==> src/rtl/stip_pkg.sv <==
// Shared constants and types for the stipple fill decoder.
// Assumes the fixed 64-bit command layout: opcode, reserved/top bits,
// 24-bit colour, 32-bit mask.
package stip_pkg;
    localparam int PIX_W    = 26;
    localparam int COLOR_W  = 24;
    localparam int TOP_W    = 2;
    localparam int DATA_W   = 64;
    localparam int RUN_LEN  = 32;
    localparam int OFS_W    = $clog2(RUN_LEN);
    localparam logic [3:0] OP_COPY = 4'b0011;

    // Pixel payload carried through a run.
    typedef struct packed {
        logic [PIX_W-1:0] value;
        logic             top_we;
    } stip_pix_t;
endpackage

==> src/rtl/stip_cmd_decode.sv <==
// Splits a stipple command into run base, mask and pixel payload and
// checks it. The check covers byte alignment, 32-pixel column alignment,
// the opcode and the reserved bits.
// Assumes the row width is given in pixels. The column test picks a cheap
// low-bit compare when the row width is a multiple of the run length.
module stip_cmd_decode
    import stip_pkg::*;
#(
    parameter int LOC_W      = 20,
    parameter int ROW_PIXELS = 1152
) (
    input  logic [LOC_W+2:0]   addr,
    input  logic [DATA_W-1:0]  data,
    input  logic               raw,
    output logic [LOC_W-1:0]   loc,
    output logic [RUN_LEN-1:0] mask,
    output stip_pix_t          pix,
    output logic               ok
);
    logic addr_ok;
    logic run_ok;
    logic op_ok;
    logic rsv_ok;

    assign loc     = addr[LOC_W+2:3];
    assign mask    = data[RUN_LEN-1:0];
    assign addr_ok = (addr[2:0] == 3'b000);

    // Column alignment: pick the structure that suits the row width.
    generate
        if (ROW_PIXELS % RUN_LEN == 0) begin : g_low_bits
            assign run_ok = (loc[OFS_W-1:0] == '0);
        end else begin : g_divide
            logic [LOC_W-1:0] col;
            assign col    = loc % LOC_W'(ROW_PIXELS);
            assign run_ok = ((col % LOC_W'(RUN_LEN)) == '0);
        end
    endgenerate

    // Opcode and reserved-bit screening; raw mode frees bits [57:56].
    always_comb begin
        op_ok  = (data[63:60] == OP_COPY);
        rsv_ok = raw ? (data[59:58] == 2'b00) : (data[59:56] == 4'b0000);
    end

    // Pixel payload: colour always, top bits only in raw mode.
    always_comb begin
        pix.value  = {(raw ? data[57:56] : 2'b00), data[55:32]};
        pix.top_we = raw;
    end

    assign ok = addr_ok && run_ok && op_ok && rsv_ok;
endmodule

==> src/rtl/stip_lead_pick.sv <==
// Finds the most significant set bit of a pending mask. That bit is the
// leftmost remaining pixel. Returns its offset from the run start and a
// one-hot vector to clear it.
// Assumes bit RUN_LEN-1 is offset 0.
module stip_lead_pick
    import stip_pkg::*;
(
    input  logic [RUN_LEN-1:0] vec,
    output logic [OFS_W-1:0]   offset,
    output logic [RUN_LEN-1:0] clr
);
    logic [OFS_W-1:0] idx;

    // Scan upward so the highest set bit wins.
    always_comb begin
        idx = '0;
        for (int i = 0; i < RUN_LEN; i++) begin
            if (vec[i]) idx = OFS_W'(i);
        end
    end

    // Offset from the left edge of the run, and clear vector.
    always_comb begin
        offset = OFS_W'(RUN_LEN - 1) - idx;
        clr    = '0;
        clr[idx] = |vec;
    end
endmodule

==> src/rtl/stip_run_engine.sv <==
// Holds one accepted run and issues one pixel write per cycle until the
// mask is exhausted. Busy is simply "mask not empty".
// Assumes load is only asserted while idle.
module stip_run_engine
    import stip_pkg::*;
#(
    parameter int LOC_W = 20
) (
    input  logic               clk,
    input  logic               rst_n,
    input  logic               load,
    input  logic [LOC_W-1:0]   loc,
    input  logic [RUN_LEN-1:0] mask,
    input  stip_pix_t          pix_in,
    output logic               busy,
    output logic               pix_we,
    output logic [LOC_W-1:0]   pix_addr,
    output logic [PIX_W-1:0]   pix_data,
    output logic               pix_top_we
);
    logic [RUN_LEN-1:0] mask_q;
    logic [LOC_W-1:0]   base_q;
    stip_pix_t          pix_q;
    logic [OFS_W-1:0]   offset;
    logic [RUN_LEN-1:0] clr;

    stip_lead_pick u_pick (
        .vec    (mask_q),
        .offset (offset),
        .clr    (clr)
    );

    // Run state: load a command, then retire one mask bit per cycle.
    always_ff @(posedge clk) begin
        if (!rst_n) begin
            mask_q <= '0;
            base_q <= '0;
            pix_q  <= '0;
        end else if (load) begin
            mask_q <= mask;
            base_q <= loc;
            pix_q  <= pix_in;
        end else if (busy) begin
            mask_q <= mask_q & ~clr;
        end
    end

    // Memory port drive from the held run.
    always_comb begin
        busy       = |mask_q;
        pix_we     = busy;
        pix_addr   = base_q + LOC_W'(offset);
        pix_data   = busy ? pix_q.value : '0;
        pix_top_we = busy && pix_q.top_we;
    end

    // each busy cycle retires exactly one pixel.
    a_r3_one_per_cycle: assert property (@(posedge clk) disable iff (!rst_n)
        busy |=> ($countones(mask_q) + 1 == $countones($past(mask_q))));

    // the run base does not move while pixels remain.
    a_r7_base_held: assert property (@(posedge clk) disable iff (!rst_n)
        ($countones(mask_q) > 1) |=> $stable(base_q));

    // normal-mode writes never carry top bits.
    a_r5_top_clean: assert property (@(posedge clk) disable iff (!rst_n)
        (pix_we && !pix_top_we) |-> (pix_data[PIX_W-1:COLOR_W] == '0));
endmodule

==> src/rtl/stipple_fill_decoder.sv <==
// Top of the stipple fill decoder. It accepts one bus command when idle,
// screens it, keeps a sticky error flag for refused commands, and hands
// valid non-empty runs to the run engine.
// Assumes the requester waits for busy low. Writes presented while busy
// are dropped.
module stipple_fill_decoder
    import stip_pkg::*;
#(
    parameter int LOC_W      = 20,
    parameter int ROW_PIXELS = 1152,
    localparam int ADDR_W    = LOC_W + 3
) (
    input  logic              clk,
    input  logic              rst_n,
    input  logic              wr_valid,
    input  logic [ADDR_W-1:0] wr_addr,
    input  logic [63:0]       wr_data,
    input  logic              raw_mode,
    output logic              busy,
    output logic              err_flag,
    output logic              pix_we,
    output logic [LOC_W-1:0]  pix_addr,
    output logic [PIX_W-1:0]  pix_data,
    output logic              pix_top_we
);
    logic [LOC_W-1:0]   cmd_loc;
    logic [RUN_LEN-1:0] cmd_mask;
    stip_pix_t          cmd_pix;
    logic               cmd_ok;
    logic               accept;
    logic               load;
    logic               err_q;

    stip_cmd_decode #(
        .LOC_W      (LOC_W),
        .ROW_PIXELS (ROW_PIXELS)
    ) u_decode (
        .addr (wr_addr),
        .data (wr_data),
        .raw  (raw_mode),
        .loc  (cmd_loc),
        .mask (cmd_mask),
        .pix  (cmd_pix),
        .ok   (cmd_ok)
    );

    stip_run_engine #(
        .LOC_W (LOC_W)
    ) u_engine (
        .clk        (clk),
        .rst_n      (rst_n),
        .load       (load),
        .loc        (cmd_loc),
        .mask       (cmd_mask),
        .pix_in     (cmd_pix),
        .busy       (busy),
        .pix_we     (pix_we),
        .pix_addr   (pix_addr),
        .pix_data   (pix_data),
        .pix_top_we (pix_top_we)
    );

    // Command acceptance: only when idle; empty masks load nothing.
    always_comb begin
        accept = wr_valid && !busy;
        load   = accept && cmd_ok && (|cmd_mask);
    end

    // Sticky error flag for refused commands.
    always_ff @(posedge clk) begin
        if (!rst_n)              err_q <= 1'b0;
        else if (accept && !cmd_ok) err_q <= 1'b1;
    end

    assign err_flag = err_q;

    // once set, the error flag stays set.
    a_r12_err_sticky: assert property (@(posedge clk) disable iff (!rst_n)
        err_q |=> err_q);

    // a refused command starts no run.
    a_r9_refuse_idle: assert property (@(posedge clk) disable iff (!rst_n)
        (accept && !cmd_ok) |=> !busy);

    // an empty mask starts no run and sets no error.
    a_r8_empty_mask: assert property (@(posedge clk) disable iff (!rst_n)
        (accept && cmd_ok && cmd_mask == '0) |=> (!busy && $stable(err_q)));

    // a loaded run is busy on the next cycle.
    a_r6_busy_after_load: assert property (@(posedge clk) disable iff (!rst_n)
        load |=> busy);
endmodule

==> config.mk <==
export PLATFORM = sky130hd
export DESIGN_NAME = stipple_fill_decoder
export DESIGN_NICKNAME = d
export VERILOG_FILES = /design/src/rtl/stip_pkg.sv /design/src/rtl/stip_cmd_decode.sv /design/src/rtl/stip_lead_pick.sv /design/src/rtl/stip_run_engine.sv /design/src/rtl/stipple_fill_decoder.sv
export SDC_FILE = /design/constraint.sdc
export NUM_CORES = 1
export LEC_CHECK = 0
export BUFFER_PORTS_ARGS = -buffer_cell sky130_fd_sc_hd__buf_2
export CORE_MARGIN = 4
export CORE_UTILIZATION = 40
export DETAILED_ROUTE_END_ITERATION = 8
export GPL_ROUTABILITY_DRIVEN = 1
export SLEW_MARGIN = 20
export SYNTH_ARGS = -nofsm -noshare
export SYNTH_HDL_FRONTEND = slang
export SYNTH_HIERARCHICAL = 1
export SYNTH_SLANG_ARGS = --single-unit
==> constraint.sdc <==
create_clock -name clk -period 3.8 [get_ports clk]
set_input_delay 0.57 -clock clk [delete_from_list [all_inputs] [get_ports clk]]
set_output_delay 0.57 -clock clk [all_outputs]
set_load 0.02 [all_outputs]
Word-level counts from Yosys, hierarchy flattened
Index checks and enable logic that the tools add are counted.
{ "word_totals": {"register_bits": 80, "out_inout_bits": 50, "input_bits": 91, "elab_cells": 69} }
{ "classes": {"bitwise_logic": 3, "reduce_logical": 18, "order_cmp": 2, "n_eq_ne": 1, "add_sub_neg": 2, "n_mux": 38} }
{ "ops": {"columns": ["op", "n"], "rows": [
  ["two-way mux 5 bit", 30],
  ["AND 32 bit", 2],
  ["two-way mux 32 bit", 2],
  ["OR reduction 32 bit", 2],
  ["inverter 32 bit", 1],
  ["two-way mux 26 bit", 1],
  ["adder 20 x 5 -> 20 bit", 1],
  ["logical AND 1 bit", 9],
  ["< comparator 5 x 6 -> 1 bit, second input constant", 1],
  ["demux 1 bit (select 5 bit)", 1],
  [">= comparator 5 x 1 -> 1 bit, second input constant", 1],
  ["zero test 5 bit", 1],
  ["subtractor 5 bit, first input constant", 1],
  ["== test 4 x 2 -> 1 bit, second input constant", 1],
  ["zero test 4 bit", 1],
  ["zero test 3 bit", 1],
  ["two-way mux 1 bit", 3],
  ["zero test 1 bit", 2],
  ["zero test 2 bit", 1],
  ["two-way mux 2 bit", 1],
  ["nonzero test 2 bit", 1]
]} }

Longest topological paths before layout
{ "depth": {"ltp_word": 40, "mapped_depth": 14, "mapped_depth_nobuf": 13} }

By module
The synthesis kept the hierarchy.
{ "modules_own_cells": {"columns": ["mod", "n_inst", "seq_area_each_um2", "cells_each", "area_each_um2"], "rows": [
  ["stip_run_engine", 1, 1581.5, 396, 3779.9],
  ["stip_cmd_decode", 1, 0.0, 87, 648.1],
  ["stip_lead_pick", 1, 0.0, 111, 623.1],
  ["stipple_fill_decoder", 1, 20.0, 15, 118.9]
]} }

Worst setup path before layout
No wires, ideal clock.
{ "synth_timing": {"path_type": "reg2out", "startpoint": "reg u_engine.mask_q[12]", "endpoint": "out pix_addr[10]", "arrival_ns": 3.143, "stages_incl_launch_ff": 15, "setup_slack_ns": 0.087, "path_cell_list": "dfxtp_1 -> or3_1 -> a221oi_2 -> o21ai_1 -> a221oi_4 -> inv_4 -> buf_6 -> ha_1 -> inv_1 -> fa_1 -> nor2b_4 -> o31a_1 -> o21a_4 -> and3_4 -> xor2_1"} }
{ "synth_between": {"elab_chain_len": 22} }
{ "synth_rtl": {"columns": ["element", "line_no", "source"], "rows": [
  ["start, declared", "stip_run_engine.sv:21", "logic [RUN_LEN-1:0] mask_q;"],
  ["start signal, assigned", "stip_run_engine.sv:40", "mask_q <= mask;"],
  ["start signal, assigned", "stip_run_engine.sv:44", "mask_q <= mask_q & ~clr;"],
  ["two-way mux 5 bit (20 in a row)", "stip_lead_pick.sv:18", "if (vec[i]) idx = OFS_W'(i);"],
  ["subtractor 5 bit", "stip_lead_pick.sv:24", "offset = OFS_W'(RUN_LEN - 1) - idx;"],
  ["named net u_engine.offset[0]", "stip_run_engine.sv:24", "logic [OFS_W-1:0] offset;"],
  ["adder 20 x 5 -> 20 bit", "stip_run_engine.sv:52", "pix_addr = base_q + LOC_W'(offset);"],
  ["end, declared", "stipple_fill_decoder.sv:22", "output logic [LOC_W-1:0] pix_addr,"]
]} }
The timed path passes the listed nets, and every way through them passes these cells.

Worst setup path in the final report
{ "layout_timing": {"startpoint": "reg u_engine.mask_q[4]", "endpoint": "out pix_addr[10]"} }
{ "layout_between": {"elab_chain_len": 30} }
{ "layout_rtl": {"columns": ["element", "line_no"], "rows": [
  ["two-way mux 5 bit (28 in a row)", "stip_lead_pick.sv:18"],
  ["subtractor 5 bit", "stip_lead_pick.sv:24"],
  ["named net u_engine.offset[2]", "stip_run_engine.sv:24"],
  ["adder 20 x 5 -> 20 bit", "stip_run_engine.sv:52"]
]} }
The timed path passes the listed nets, and every way through them passes these cells.

==> impl_metrics.ini <==
[clock_tree]
cts_tree = done
path_clk_slew_ns = 0.06
root_buffer = clkbuf_16
clock_sinks = 80
clock_path_buffers = 2
htree_levels = 3
clk-insertion-delay-late_ns = 0.34
numCtsBuffers = 9

[timing]
tightest_slew_ns = 0.961
fmax_mhz = 265
setup_viol = 0
fin_crit_sh = 0.993
fin_tns_setup_ns = 0
hold_ws_ns = 0.491
layout_min_cycle_time_ns = 3.77
hold_violations = 0
fin_skew_ns = 0.00492
relSlewSlack = 0.359
rsz0062_at_grt = true
slew_violations = 0
layout_setup_ws_ns = 0.0255

[synth]
synth_area_leaders = dfxtp_1, nor2b_1, buf_4, mux2i_1, nor3b_1
synthArstFlopShare = 0
syn_area_sq_um = 5170
avgSynthCellArea_sq_um = 8.49
yosysWarnings = 6
synth_nets = 706
synth.top_cell.area_share = 0.310
yosysTopAreaCell = dfxtp_1
seq_area_frac_synth = 0.310
ys_ff_latch = 80
synth_cell_type_count = 57
synth_edf_count = 0
syn_inst = 609
synth_ff_type = dfxtp_1

[final_layout]
multiInputGateArea_sq_um = 2850
syn2layout_area_growth_pct = 12.8
fill_cells = 1290
final_layout_size_suffix_gt1_frac = 0.291
antenna_cells = 0
ff_latch_area_sq_um = 1610
nets = 766

[worst_setup_path]
r2r_end = u_engine/pix_q[16]
crit_path_start = u_engine/mask_q[4]
reg2reg_from = u_engine/mask_q[2]
startpoint_type = flop
crit_end = pix_addr[10]
reg2reg_depth = 9
critical_path_arrival_ns = 3.20
cp-end-kind = output pin
crit_type = flop to output pin
ff2ff_setup_slack_ns = 0.68
crit_fanout = 5
critical_path_required_ns = 3.23

[die]
io_pins = 141
core-area_sq_um = 12600
die_area_sq_um = 14800
initial_core_util = 0.410
die_h_um = 122
num_rows = 41
die_w_um = 122

[placed_design]
pre_cts_ws_ns = 0.228
io_buffers = 140
dp_hpwl_mm = 9.37
gp_congestion = 0.834

[detailed_routing]
antenna_left = 0
vias = 4284
dr.pass1.iters = 4
first_iter_violations = 193
routed_wirelength_mm = 12.9
viasPerCell = 5.06
wl_per_cell_um = 15.2
drc = 0

[global_route]
grt_antenna_before_repair = 1
grt_pass1_wl_mm = 20.9
grt_max_degree = 86
grt_overflow_total = 0
grt_util_all_layers = 0.175
grt_pass1_vias = 4149

[run_status]
status = finished, final reports clean

[min_path]
hold_path_class = flop to flop
hold_start = err_flag

[pwr]
ir_worst_vdd_mv = 0.214
power.leakage_nw = 2.20
cellPowerDensity_nw_per_um2 = 296

[job]
cap_violations = 0
==> power breakdown <==
group | internal (mW) | switching (mW)
sequential | 0.838 | 0.000428
combinational | 0.0493 | 0.0365
clock | 0.442 | 0.357
==> stage by stage <==
step / util / total power, mW / cells / cell area, sq um
after global placement: 0.432 / 0.946 / 825 / 5460
after global routing: 0.462 / 1.80 / 846 / 5830
after floorplan: - / 0.944 / 609 / 5170
after detailed placement: 0.432 / 0.946 / 825 / 5460
final: 0.462 / 1.72 / 846 / 5830
after CTS: 0.459 / 1.75 / 846 / 5790
==> routing by layer <==
layer | wire (um) | track usage | part of all wire | vias to the layer above
met5 | 0 | 0 | 0 | -
met4 | 173 | 0.0525 | 0.013 | 0
met3 | 810 | 0.0562 | 0.063 | 13
met2 | 6160 | 0.275 | 0.48 | 121
met1 | 5740 | 0.230 | 0.45 | 1990
li1 | - | - | - | 2160
==> registers in the layout, summed over array words and instances (netlist names) <==
signal,count
u_engine/mask_q,32
u_engine/pix_q,27
u_engine/base_q,20
err_flag,1
==> worst max-delay path, stage by stage, from the launching register on <==
cell and delay [ns]:
dfxtp_1 0.35, or4_1 0.59, a21oi_2 0.17, o21ai_0 0.13
a21boi_1 0.21, ha_2 0.32, nor2b_4 0.13, o31a_1 0.27
o21a_4 0.23, and3_4 0.18, xor2_1 0.13, buf_4 0.16
==> cell usage in the layout (no fill, tap or decap), drive strengths merged, types with 2 or more instances in the layout <==
master,Yosys,layout
or3,2,2
and2b,3,3
mux2i,47,47
nor4,25,25
xnor2,14,14
o31ai,2,2
nand3,2,2
or4,2,2
nor3,31,31
nor4b,3,3
o21ai,9,9
and2,4,4
clkbuf,15,9
ha,5,5
o31a,2,2
xor2,2,2
dfxtp,80,80
a211oi,3,3
clkinv,0,4
a31oi,2,2
and4,2,2
nand2,11,11
a21oi,39,39
nand2b,5,5
a221oi,3,3
buf,90,154
nor2,24,24
nor3b,33,33
nor2b,107,107
inv,15,16
nand4,9,9
o21a,4,4
clkinvlp,0,2
and3,3,3
==> worst min path at each step <==
stage | slack, ns | cells after the start | endpoint
2_1_floorplan | 0.47 | 2 | u_engine/pix_q[0]
3_3_place_gp | 0.45 | 1 | err_flag
5_1_grt | 0.49 | 3 | u_engine/pix_q[14]
6_report | 0.49 | 1 | err_flag
4_1_cts | 0.47 | 3 | u_engine/pix_q[22]
3_5_place_dp | 0.46 | 1 | err_flag
==> synthesized netlist by cell type, types with 14 or more instances <==
cell	count
nor3_1	31
nor4_1	24
inv_1	14
xnor2_1	14
buf_4	78
a21oi_1	39
dfxtp_1	80
nor3b_1	33
clkbuf_1	15
mux2i_1	47
nor2b_1	106
nor2_1	23
==> kinds of logic after synthesis <==
kind of cell | share of synthesized area
AOI/OAI and AO/OA | 0.0898
xor gates and xnor gates | 0.0271
adders and majority gates | 0.0160
buffers and inverters | 0.148
DFF | 0.310
muxes | 0.0910
and+or+nand+nor | 0.318
==> timing repair <==
action                                 in CTS  in global routing
resized for setup                           8                 15
pin swaps                                   8                  6
hold buffers                                0                  0
endpoints found under the hold margin       0                  0
buffers inserted                            5                  0
setup endpoints to repair                  10                 15
==> cell type report <==
class / count / share of cell area
clock buffer: 9 / 0.0386
clock inverter: 7 / 0.00815
inverter: 15 / 0.0101
multi-input combinational: 409 / 0.489
sequential: 80 / 0.276
tap: 172 / 0.0369
timing repair buffer: 154 / 0.142
(Power assumes the default switching activity.)
